<file path="src/rtl/ext_irq_pkg.sv">
package ext_irq_pkg;

    localparam int IRQ_LINES      = 32;
    localparam int WORD_W         = 32;
    localparam int IRQ_EXC_ID     = 6;
    localparam int VEC_STRIDE_LG2 = 5;
    localparam int BASE_ALIGN_LG2 = 8;

    typedef enum logic [1:0] {
        CSR_PEND = 2'd0,
        CSR_MASK = 2'd1,
        CSR_ENBL = 2'd2,
        CSR_BASE = 2'd3
    } csr_sel_e;

    typedef struct packed {
        logic saved;
        logic live;
    } ie_t;

    function automatic logic [WORD_W-1:0] vector_offset();
        return WORD_W'(IRQ_EXC_ID) << VEC_STRIDE_LG2;
    endfunction

    function automatic logic [WORD_W-1:0] align_base(input logic [WORD_W-1:0] raw);
        logic [WORD_W-1:0] keep;
        keep = {WORD_W{1'b1}} << BASE_ALIGN_LG2;
        return raw & keep;
    endfunction

endpackage

</file>
<file path="src/rtl/ext_irq_pend.sv">
module ext_irq_pend #(
    parameter int N = 32
) (
    input  logic         clk,
    input  logic         rst,
    input  logic [N-1:0] req,
    input  logic         clr_en,
    input  logic [N-1:0] clr_bits,
    output logic [N-1:0] pend_q
);
    for (genvar i = 0; i < N; i++) begin : g_bit
        always_ff @(posedge clk) begin
            if (rst) begin
                pend_q[i] <= 1'b0;
            end else if (req[i]) begin
                pend_q[i] <= 1'b1;          // set wins over clear
            end else if (clr_en && clr_bits[i]) begin
                pend_q[i] <= 1'b0;
            end
        end
    end
endmodule

</file>
<file path="src/rtl/ext_irq_enable.sv">
module ext_irq_enable
    import ext_irq_pkg::*;
(
    input  logic       clk,
    input  logic       rst,
    input  logic       take,
    input  logic       eret,
    input  logic       wr_en,
    input  logic [1:0] wr_data,
    output ie_t        ie_q
);
    always_ff @(posedge clk) begin
        if (rst) begin
            ie_q <= '0;
        end else if (take) begin
            ie_q.saved <= ie_q.live;
            ie_q.live  <= 1'b0;
        end else if (eret) begin
            ie_q.live  <= ie_q.saved;
        end else if (wr_en) begin
            ie_q <= ie_t'(wr_data);
        end
    end
endmodule

</file>
<file path="src/rtl/ext_irq_decide.sv">
module ext_irq_decide
    import ext_irq_pkg::*;
#(
    parameter int N = 32,
    parameter int W = 32
) (
    input  logic         boundary,
    input  logic         ie_live,
    input  logic [N-1:0] pend,
    input  logic [N-1:0] mask,
    input  logic [W-1:0] base,
    input  logic [W-1:0] cur_pc,
    output logic         take,
    output logic [W-1:0] ret_addr,
    output logic [W-1:0] new_pc
);
    logic [N-1:0] armed;

    always_comb begin
        armed    = pend & mask;
        take     = boundary && ie_live && (armed != '0);
        ret_addr = cur_pc;
        new_pc   = base + W'(vector_offset());
    end
endmodule

</file>
<file path="src/rtl/ext_irq_unit.sv">
module ext_irq_unit
    import ext_irq_pkg::*;
#(
    parameter int N = IRQ_LINES,
    parameter int W = WORD_W
) (
    input  logic         clk,
    input  logic         rst,
    input  logic [N-1:0] irq_req,
    input  logic         boundary,
    input  logic [W-1:0] cur_pc,
    input  logic         eret,
    input  logic [1:0]   csr_sel,
    input  logic         csr_we,
    input  logic [W-1:0] csr_wdata,
    output logic [W-1:0] csr_rdata,
    output logic         take,
    output logic [W-1:0] ret_addr,
    output logic [W-1:0] new_pc,
    output logic [1:0]   ie_out
);
    csr_sel_e     sel;
    logic [N-1:0] pend_q;
    logic [N-1:0] mask_q;
    logic [W-1:0] base_q;
    ie_t          ie_q;
    logic [1:0]   ie_bits;

    assign sel     = csr_sel_e'(csr_sel);
    assign ie_bits = ie_q;
    assign ie_out  = ie_bits;

    ext_irq_pend #(.N(N)) u_pend (
        .clk      (clk),
        .rst      (rst),
        .req      (irq_req),
        .clr_en   (csr_we && sel == CSR_PEND),
        .clr_bits (csr_wdata[N-1:0]),
        .pend_q   (pend_q)
    );

    ext_irq_enable u_ie (
        .clk     (clk),
        .rst     (rst),
        .take    (take),
        .eret    (eret),
        .wr_en   (csr_we && sel == CSR_ENBL),
        .wr_data (csr_wdata[1:0]),
        .ie_q    (ie_q)
    );

    ext_irq_decide #(.N(N), .W(W)) u_dec (
        .boundary (boundary),
        .ie_live  (ie_q.live),
        .pend     (pend_q),
        .mask     (mask_q),
        .base     (base_q),
        .cur_pc   (cur_pc),
        .take     (take),
        .ret_addr (ret_addr),
        .new_pc   (new_pc)
    );

    always_ff @(posedge clk) begin
        if (rst) begin
            mask_q <= '0;
            base_q <= '0;
        end else if (csr_we) begin
            if (sel == CSR_MASK) mask_q <= csr_wdata[N-1:0];
            if (sel == CSR_BASE) base_q <= align_base(csr_wdata);
        end
    end

    always_comb begin
        unique case (sel)
            CSR_PEND: csr_rdata = W'(pend_q);
            CSR_MASK: csr_rdata = W'(mask_q);
            CSR_ENBL: csr_rdata = W'(ie_bits);
            default:  csr_rdata = base_q;
        endcase
    end
endmodule

</file>
<file path="config.mk">
export PLATFORM = sky130hd
export DESIGN_NAME = ext_irq_unit
export DESIGN_NICKNAME = d
export VERILOG_FILES = /design/src/rtl/ext_irq_pkg.sv /design/src/rtl/ext_irq_pend.sv /design/src/rtl/ext_irq_enable.sv /design/src/rtl/ext_irq_decide.sv /design/src/rtl/ext_irq_unit.sv
export SDC_FILE = /design/constraint.sdc
export NUM_CORES = 1
export LEC_CHECK = 0
export BUFFER_PORTS_ARGS = -buffer_cell sky130_fd_sc_hd__buf_2
export CORE_UTILIZATION = 45
export CTS_BUF_LIST = sky130_fd_sc_hd__clkbuf_16
export DETAILED_ROUTE_END_ITERATION = 8
export PLACE_DENSITY = 0.8
export SLEW_MARGIN = 10
export SYNTH_ARGS = -nofsm -noshare
export SYNTH_HDL_FRONTEND = slang
export SYNTH_SLANG_ARGS = --single-unit
</file>
<file path="constraint.sdc">
create_clock -name clk -period 2.42 [get_ports clk]
set_clock_uncertainty 0.15 [all_clocks]
set_input_delay 0 -clock clk [delete_from_list [all_inputs] [get_ports clk]]
set_output_delay 0 -clock clk [all_outputs]
set_load 0.02 [all_outputs]
</file>
==> flow_metrics.tcl <==
set metrics [dict create \
    status "finished, final reports clean" \
    mappedNetlistArea_mm2 0.004287 \
    wl_per_cell_um 16.78 \
    max_freq_mhz 450.2 \
    synth-simple-area-share 0.1865 \
    setup_viol 0 \
    path_max_fanout 20 \
    synth_top_family_by_area "compound AO/OA/AOI/OAI gates" \
    r2r_slack_ns 0.21 \
    grt_pass1_wl_um 23700 \
    clockPowerShare 0.373 \
    cts_buffers 9 \
    slew_headroom 0.6403 \
    cts_buffer_depth 2 \
    crit_family "buffers and inverters" \
    place_area_mm2 0.004765 \
    reg2reg_depth 5 \
    io_pins 202 \
    yosys_warnings 0 \
    dominantRegCellSynth "dfxtp_1" \
    crit_buf_inv 4 \
    synth_seq_area_share 0.4203 \
    rows 35 \
    whs_ns 0.1399 \
    tns_ns 0 \
    seqCellArea_mm2 0.001802 \
    finalNonFillerCells 902 \
    drc_errors 0 \
    dp.cells 742 \
    synth.most_common_cell "nand2_1" \
    place_ws_ns 0.7177 \
    crit_start "csr_sel[1]" \
    synth_compound_area_frac 0.1912 \
    fill_cells 683 \
    grt_start_max_net_pins 53 \
    hold_class "input port to register" \
    end_kind "register" \
    fin_util 0.7033 \
    path_clk_slew_ns 0.07 \
    n_antenna_cell 0 \
    critPathCapture "u_pend.pend_q[30]" \
    p_total_mw 3.721 \
    worstMarginPinSlew_ns 0.5396 \
    antenna_found_initial 0 \
    ir_worst_vdd_mv 0.3556 \
    synth.area.top_cells "dfxtp_1 (42%), nand2_1 (13%), a21oi_1 (10%), buf_4 (7.9%), mux2_2 (6.3%)" \
    seqPwrFrac 0.434 \
    grt_overflow_total 0 \
    routabilityCongestion 0.7948 \
    crit_path_frequent_cell "dlygate4sd3_1" \
    clock_latency_ns 0.33 \
    cts_tree "yes" \
    p_leak_nw 2.878 \
    period_needed_ns 2.221 \
    synthMuxAreaShare 0.08406 \
    power.switching_mw 1.020 \
    syn_inst 537 \
    power_density_mw_per_mm2 572.6 \
    synthTopCellsByCount "nand2_1 (149), dfxtp_1 (90), a21oi_1 (88)" \
    switching_share 0.2742 \
    root_buffer "clkbuf_16" \
    vias 4853 \
    cp_slowest_stage_delay_ns 0.59 \
    grt_pass1_vias 4990 \
    critPathKind "input port to register" \
    final_max_slew_viol_count 0 \
    comb_power_share 0.193 \
    cp-start-kind "input port" \
    intPower_mw 2.701 \
    setup_ws_ns 0.1986 \
    initial_utilization 0.4639 \
    synth_fa_ha_area_frac 0 \
    path_cells "buf_2 -> nor3b_4 -> buf_4 -> nand2_1 -> a21oi_1 -> dlygate4sd3_1 -> nor2_1 -> dlygate4sd3_1" \
    layout-area-overhead-vs-synth_pct 51.61 \
    dp_hpwl_um 8814 \
    port_buffers 129 \
    post-route-period-util 0.9179 \
    die_w_um 99.60 \
    routed_wl_um 15140 \
    synth_cell_types 28 \
    die_h_um 99.60 \
    crit_arrival_ns 2.28 \
    fin_nets 871 \
    drive_gt1_frac 0.2458 \
    via_per_inst 5.380 \
    die_area_mm2 0.009920 \
    crit_required_ns 2.48 \
    path_depth 8 \
    worstReg2RegStart "u_pend.pend_q[6]" \
    synth-edff-count 0 \
    cts_sinks 90 \
    synth_xor_area_frac 0 \
    cts_max_level 3 \
    reg2reg_to "u_ie.ie_q[1]" \
    avgSynthCellArea_um2 7.983 \
    fp.coreArea_mm2 0.009240 \
    multi_input_comb_area_mm2 0.002012 \
    slowest_stage "dlygate4sd3_1" \
    grt_setup_unrepaired "false" \
    cap_viol_max_count 0 \
    ant_nets 0 \
    async_flop_share 0 \
    dr.pass1.iters 5 \
    yosysTopAreaCell "dfxtp_1" \
    timing.final.hold_violations 0 \
    synth_top_area_frac 0.4203 \
    ctsResizeCount 0 \
    drtIter0Drc 252 \
    track_usage 0.3071 \
    finalInstanceArea_mm2 0.006499 \
    ys_ff_latch 90 \
]
==> metal layers <==
| metal | wire [um] | part of all wire | vias up | track usage |
|---|---|---|---|---|
| met5 | 0 | 0 | - | 0 |
| met4 | 709 | 0.047 | 0 | 0.2002 |
| met3 | 1006 | 0.066 | 76 | 0.06044 |
| li1 | - | - | 2241 | - |
| met2 | 7571 | 0.50 | 285 | 0.5347 |
| met1 | 5849 | 0.39 | 2251 | 0.3418 |
==> worst reg2reg max path, stage by stage (launching register included) <==
cell           delay [ns]
dfxtp_1              0.33
a22oi_1              0.28
nand4_1              0.16
nor4_2               0.48
o31ai_1              0.12
dlygate4sd3_1        0.59
==> flip-flops by register name, indices dropped and copies added (netlist names) <==
signal and cells:
u_ie.ie_q 2, u_pend.pend_q 32, base_q 24, mask_q 32
==> cell type report <==
class,instances,area share
clock buffers,9,0.03466
clock inverters,7,0.01078
inverters,1,0.0005776
multi-input cells,376,0.3096
flip-flops and latches,90,0.2772
well taps,129,0.02484
repair buffers,290,0.3423
==> power by group through the flow <==
stage	Combinational (mW)	Clock [mW]	Sequential, mW
after floorplan	0.356	0	1.64
after global placement	0.446	0	1.64
after detailed placement	0.458	0	1.64
after CTS	0.692	1.40	1.61
after global routing	0.765	1.48	1.62
final	0.718	1.39	1.62
==> kinds of logic (layout without fill, tap and decap cells) <==
kind of cell / count (synthesis) / count (layout)
AND/OR/NAND/NOR: 200 / 200
AO/OA/AOI/OAI: 135 / 135
flip-flops: 90 / 90
buffers and inverters: 77 / 307
multiplexers: 33 / 33
other: 2 / 8
==> worst min path at each step <==
stage | start | to | slack, ns | cells after the start
3_3_place_gp | cur_pc[0] | ret_addr[0] | -0.15 | 0
4_1_cts | csr_we | mask_q[3] | 0.13 | 5
2_1_floorplan | cur_pc[0] | ret_addr[0] | -0.04 | 1
3_5_place_dp | cur_pc[0] | ret_addr[0] | -0.15 | 0
6_report | csr_we | mask_q[3] | 0.14 | 5
5_1_grt | csr_we | mask_q[26] | 0.15 | 5
==> cells in the final DEF, fill, tap and decap left out, drive strengths merged, types with 3 or more instances in the layout <==
cell type / instances
a21oi: 88
dlygate4sd3: 143
mux2i: 9
clkbuf: 9
nand4: 4
nor2: 40
a22o: 24
nand2: 149
buf: 147
inv: 3
clkinvlp: 3
dfxtp: 90
mux2: 24
o21ai: 3
a22oi: 16
conb: 8
==> repair_timing <==
item | 4_1_cts | 5_1_grt
endpoints found under the hold margin | 122 | 0
hold buffers | 143 | 0
buffers inserted | 0 | 1
endpoints found under the setup margin | 0 | 7
Note: power is estimated with default switching activity, not from simulation.
